**src/rtl/nlb_pkg.sv**
```systemverilog
`timescale 1ns/1ps
package nlb_pkg;

    typedef enum logic {
        OP_RD = 1'b0,
        OP_WR = 1'b1
    } op_e;

    typedef struct packed {
        logic       valid;
        op_e        op;
        logic       il;
        logic [1:0] cnt;
    } burst_st_t;

    function automatic logic [1:0] beat_lsb(input logic [1:0] base,
                                            input logic [1:0] n,
                                            input logic       il);
        return il ? (base ^ n) : (base + n);
    endfunction

endpackage

```
**src/rtl/nlb_burst_ctl.sv**
```systemverilog
`timescale 1ns/1ps
module nlb_burst_ctl
    import nlb_pkg::*;
#(
    parameter int AW    = 6,
    parameter int LANES = 4
) (
    input  logic             clk,
    input  logic             rst,
    input  logic             cke_n,
    input  logic             sel,
    input  logic             adv_ld,
    input  logic             we_n,
    input  logic [LANES-1:0] lane_n,
    input  logic             order_il,
    input  logic [AW-1:0]    addr,
    output burst_st_t        st,
    output logic [AW-1:0]    cur_addr,
    output logic [LANES-1:0] cur_lane_n
);

    burst_st_t        st_q;
    logic [AW-1:0]    base_q;
    logic [LANES-1:0] lane_q;

    always_ff @(posedge clk) begin
        if (rst) begin
            st_q   <= '0;
            base_q <= '0;
            lane_q <= '1;
        end else if (!cke_n) begin
            lane_q <= lane_n;
            if (!adv_ld) begin
                if (sel) begin
                    st_q.valid <= 1'b1;
                    st_q.op    <= we_n ? OP_RD : OP_WR;
                    st_q.il    <= order_il;
                    st_q.cnt   <= 2'd0;
                    base_q     <= addr;
                end else begin
                    st_q.valid <= 1'b0;
                end
            end else if (st_q.valid) begin
                st_q.cnt <= st_q.cnt + 2'd1;
            end
        end
    end

    assign st         = st_q;
    assign cur_lane_n = lane_q;
    assign cur_addr   = {base_q[AW-1:2], beat_lsb(base_q[1:0], st_q.cnt, st_q.il)};

endmodule

```
**src/rtl/nlb_lane_array.sv**
```systemverilog
`timescale 1ns/1ps
module nlb_lane_array #(
    parameter int AW     = 6,
    parameter int LANES  = 4,
    parameter int LANE_W = 8
) (
    input  logic                    clk,
    input  logic [LANES-1:0]        lane_we,
    input  logic [AW-1:0]           waddr,
    input  logic [LANES*LANE_W-1:0] wdata,
    input  logic [AW-1:0]           raddr,
    output logic [LANES*LANE_W-1:0] rdata
);

    localparam int DEPTH = 1 << AW;

    for (genvar g = 0; g < LANES; g++) begin : g_lane
        logic [LANE_W-1:0] mem [DEPTH];

        always_ff @(posedge clk) begin
            if (lane_we[g]) begin
                mem[waddr] <= wdata[g*LANE_W +: LANE_W];
            end
        end

        assign rdata[g*LANE_W +: LANE_W] = mem[raddr];
    end

endmodule

```
**src/rtl/nolat_burst_sram.sv**
```systemverilog
`timescale 1ns/1ps
module nolat_burst_sram
    import nlb_pkg::*;
#(
    parameter int ADDR_W = 6,
    parameter int LANES  = 4,
    parameter int LANE_W = 8
) (
    input  logic                    clk,
    input  logic                    rst,
    input  logic                    cke_n,
    input  logic                    cs1_n,
    input  logic                    cs2,
    input  logic                    cs3_n,
    input  logic                    adv_ld,
    input  logic                    we_n,
    input  logic [LANES-1:0]        lane_n,
    input  logic                    order_il,
    input  logic                    oe_n,
    input  logic [ADDR_W-1:0]       addr,
    input  logic [LANES*LANE_W-1:0] dq_in,
    output logic [LANES*LANE_W-1:0] dq_out,
    output logic                    dq_oe
);

    localparam int DATA_W = LANES * LANE_W;

    logic             sel;
    burst_st_t        st;
    logic [ADDR_W-1:0] cur_addr;
    logic [LANES-1:0] cur_lane_n;
    logic             wr_go;
    logic [LANES-1:0] lane_we;
    logic [DATA_W-1:0] rdata;
    logic             drive;

    assign sel = !cs1_n && cs2 && !cs3_n;

    nlb_burst_ctl #(
        .AW    (ADDR_W),
        .LANES (LANES)
    ) u_ctl (
        .clk        (clk),
        .rst        (rst),
        .cke_n      (cke_n),
        .sel        (sel),
        .adv_ld     (adv_ld),
        .we_n       (we_n),
        .lane_n     (lane_n),
        .order_il   (order_il),
        .addr       (addr),
        .st         (st),
        .cur_addr   (cur_addr),
        .cur_lane_n (cur_lane_n)
    );

    assign wr_go   = !rst && !cke_n && st.valid && (st.op == OP_WR);
    assign lane_we = wr_go ? ~cur_lane_n : '0;

    nlb_lane_array #(
        .AW     (ADDR_W),
        .LANES  (LANES),
        .LANE_W (LANE_W)
    ) u_arr (
        .clk     (clk),
        .lane_we (lane_we),
        .waddr   (cur_addr),
        .wdata   (dq_in),
        .raddr   (cur_addr),
        .rdata   (rdata)
    );

    assign drive  = st.valid && (st.op == OP_RD) && !oe_n;
    assign dq_oe  = drive;
    assign dq_out = drive ? rdata : '0;

endmodule

```
**config.mk**
```make
export PLATFORM = sky130hd
export DESIGN_NAME = nolat_burst_sram
export DESIGN_NICKNAME = d
export VERILOG_FILES = /design/src/rtl/nlb_pkg.sv /design/src/rtl/nlb_burst_ctl.sv /design/src/rtl/nlb_lane_array.sv /design/src/rtl/nolat_burst_sram.sv
export SDC_FILE = /design/constraint.sdc
export NUM_CORES = 2
export LEC_CHECK = 0
export ABC_AREA = 1
export BUFFER_PORTS_ARGS = -buffer_cell sky130_fd_sc_hd__buf_4
export CORE_MARGIN = 4
export CORE_UTILIZATION = 50
export DETAILED_ROUTE_END_ITERATION = 16
export GPL_TIMING_DRIVEN = 1
export PLACE_DENSITY = 0.74
export SLEW_MARGIN = 20
export SYNTH_ARGS = -nofsm -noshare
export SYNTH_HDL_FRONTEND = slang
export SYNTH_HIERARCHICAL = 1
export SYNTH_SLANG_ARGS = --single-unit
export TNS_END_PERCENT = 10
```
**constraint.sdc**
```tcl
create_clock -name clk -period 2.7 [get_ports clk]
set_input_delay 0 -clock clk [delete_from_list [all_inputs] [get_ports clk]]
set_output_delay 0 -clock clk [all_outputs]
set_load 0.1 [all_outputs]
```
==> results by group <==
Route
  – Antenna-violating nets left: 0
  – Drt pass-1 iters: 6
  – Top layer in use: met5
  – Routed len/inst: 25.16 µm
  – Met1 WL: 89,450 µm
  – Residual DRC: 0
  – Final WL: 256,800 µm
  – Initial DRC count: 8,911
  – Met3 wire length: 30,620 µm
  – Met2 WL: 119,700 µm
  – Via/cell ratio: 6.023
  – Vias: 61,491

Floorplanning
  – Die W: 418.3 µm
  – Row cnt: 150
  – Die height: 418.3 µm
  – Core Region: 167,200 µm²
  – I/O Pins: 85
  – Initial Util: 50.34%
  – Die area: 175,000 µm²

Flow run
  – Max-cap violations: 0

CTS
  – Later-pin clock latency in the skew report: 0.85 ns
  – Clk sinks: 2,063
  – Num CTS Buffers: 203
  – Clock Path Buffers: 3
  – CTS clk-pin slew, worst paths: 0.07 ns
  – CTS tree: done
  – Root Driver: clkbuf_16
  – Htree depth: 4

STA
  – Max Freq: 0.2643 GHz
  – Period utilization: 140.1%
  – Max-Slew Margin vs Limit: 30.69%
  – RSZ-0062 raised after global routing: true
  – Final Hold Slack: 0.1006 ns
  – Final setup viols: 2,072
  – Final Max Slew Viols: 0
  – Least-Margin Pin Slew: 1.040 ns
  – Skew final: 0.07627 ns
  – Final hold violation count: 0
  – Crit path time final: 3.783 ns
  – Final setup TNS: -562.85 ns
  – Setup slack after layout: -1.083 ns

Logic synthesis
  – Compound-cell area share of the yosys netlist: 0.06540%
  – Post-Synth Simple-Gate Area: 23.38%
  – Synthesized area per cell: 11.71 µm²
  – Post-Synth Adder-Cell Area: 0.01486%
  – Yosys warns: 6
  – Syn Nets: 7,243
  – Synthesized area: 84,180 µm²
  – Leading area contributor after synthesis: edfxtp_1
  – Synth area leaders: edfxtp_1 (73%), nand3_1 (11%), nand2_1 (10%), buf_2 (1.5%), nor2_1 (1.3%)
  – Yosys top cell area share: 73.06%
  – Post-synthesis mux area share: 0%
  – Post-Synth XOR/XNOR Area: 0.02081%
  – #FFs+latches synth: 2,063
  – Largest family of logic cells by synthesized area: simple AND/OR/NAND/NOR gates
  – Cells after synthesis: 7,190
  – Synth cell types: 25
  – Post-synthesis sequential area ratio: 73.42%

Layout
  – Register area: 61,810 µm²
  – Multi-input logic area: 20,900 µm²
  – Syn-to-layout area delta: 21.78%
  – Final net count: 7,877
  – Share of cells above drive strength 1: 17.05%
  – Filler cell count: 11,933

Placed design
  – DP Worst Slack: -0.5739 ns
  – Half-perimeter wire length after placement: 155,000 µm
  – IO Port Bufs: 84
  – RD Place Congestion: 0.9396

Min path
  – Hold depth: 5
  – Worst min path class: input pin to register

GRT
  – Vias in the first global route: 59,234
  – Largest net degree at the start of global routing: 92
  – Initial antenna violation count: 16
  – Tot GR Track Use: 28.64%
  – First-pass GRT wire length: 375,100 µm
  – Grt total ovfl: 0

Critical path
  – Required @ worst endpoint: 2.70 ns
  – CP max FO: 17
  – Setup crit start kind: register
  – Critical path class: register to output port
  – Critical Path Sink Type: output port
  – R2r worst-path depth: 17
  – WP data arrival: 3.78 ns

Pwr
  – PD cells: 647.6 nW/µm²
  – Maximum vdd drop: 0.0006766 V
  – Static leakage: 0.03712 µW

Run status
  – Failing checks: negative setup slack
  – Outcome: finished with violations
-- timing repair --
item	CTS	global route
endpoints found under the hold margin	2063	0
buffers inserted	4	14
pin swaps	19	20
cloned	11	2
setup endpoints to repair	665	2012
hold buffers	84	0
resized for setup	252	256
-- final cells by class --
class,count,area share (%)
timing repair buffer,905,9.818
sequential,2063,60.30
clock inverter,134,1.350
timing repair inverter,1,0.008544
antenna,15,0.03662
clock buffer,237,5.121
multi-input combinational,4590,20.38
tap,2204,2.690
inverter,60,0.2917
-- critical path, cell delays in order, from the launching register on --
cell	delay [ns]
dfxtp_2	0.36
ha_4	0.14
inv_2	0.03
nor2_2	0.10
xor2_1	0.19
buf_4	0.19
inv_12	0.06
buf_12	0.17
buf_16	0.18
buf_4	0.15
nand3_1	0.07
nand3_1	0.10
nand3_1	0.11
nand3_2	0.12
nand2_1	0.09
nand2_1	0.08
nand2_2	0.16
inv_2	0.08
buf_12	0.14
nor2_4	0.14
buf_12	0.19
-- through the flow --
stage	total power [µW]	utilization, %	instance area (µm²)	cells
4_1_cts	66340	60.56	101300	10178
5_1_grt	68110	61.29	102500	10200
6_report	66390	61.30	102500	10209
3_5_place_dp	38400	55.24	92370	9708
2_1_floorplan	36990	-	84180	7190
3_3_place_gp	38340	55.24	92370	9708
-- cell families (layout without fill, tap and decap cells) --
family                     after synthesis  in the layout
other                                    0             15
buffers and inverters                  537           1337
adders and majority gates                1              1
and+or+nand+nor                       4576           4576
xor gates and xnor gates                 2              2
AOI/OAI and AO/OA                       11             11
DFF                                   2063           2063
-- where the power goes --
| part | switching (µW) | total (µW) | internal (µW) |
|---|---|---|---|
| sequential | 13.6 | 35200 | 35200 |
| combinational | 2020 | 2870 | 850 |
| clock | 12000 | 28300 | 16300 |
-- worst paths after layout --
kind,startpoint,slack [ns],to
min reg2reg,u_ctl/cur_lane_n[3],1.03,u_ctl/cur_lane_n[3]
max,u_ctl/st[0],-1.08,dq_out[6]
min,cs3_n,0.10,u_ctl/st[4]
max reg2reg,u_ctl/st[0],-0.46,u_arr/g_lane[1].mem[55][3]
-- cells in the mapped netlist --
cell,count
nand2_2,2
xor2_1,1
buf_4,48
nor3b_1,1
inv_1,51
a21oi_1,2
ha_1,1
clkbuf_1,105
xnor2_1,1
buf_2,254
o21ai_0,9
nor2_2,29
nor2_1,282
nand3_1,1899
inv_4,1
nor3_1,16
nand2_1,2345
buf_6,11
buf_1,58
nand3b_4,1
clkbuf_8,1
inv_2,8
nand3_4,1
dfxtp_1,15
edfxtp_1,2048
-- placed cells by master (no fill, tap or decap), types with 13 or more instances in the layout --
master and n:
nand2_1 2298, edfxtp_1 2048, nand3_1 1809, buf_4 530, nor2_1 240, clkbuf_16 207
buf_12 167, nand3_2 89, dlygate4sd3_1 84, buf_6 82, clkinv_1 52, nor2_4 38
inv_1 36, clkinv_2 35, nor2_2 33, clkbuf_1 32, nand2_2 31, bufinv_16 25
buf_8 17, inv_2 16, diode_2 15, buf_16 15, nand2_4 13
-- metal layers --
metal | global-route usage (%) | vias up
met5 | 0 | -
met4 | 16.86 | 12
met3 | 7.393 | 853
met2 | 45.16 | 4293
met1 | 35.94 | 29717
li1 | - | 26616
-- sequential cells by signal (all words and copies together) (netlist names) --
signal and flops:
u_ctl/base_q 6, u_ctl/st 5, u_arr/g_lane.mem 2048, u_ctl/cur_lane_n 4
(Power assumes the default switching activity.)
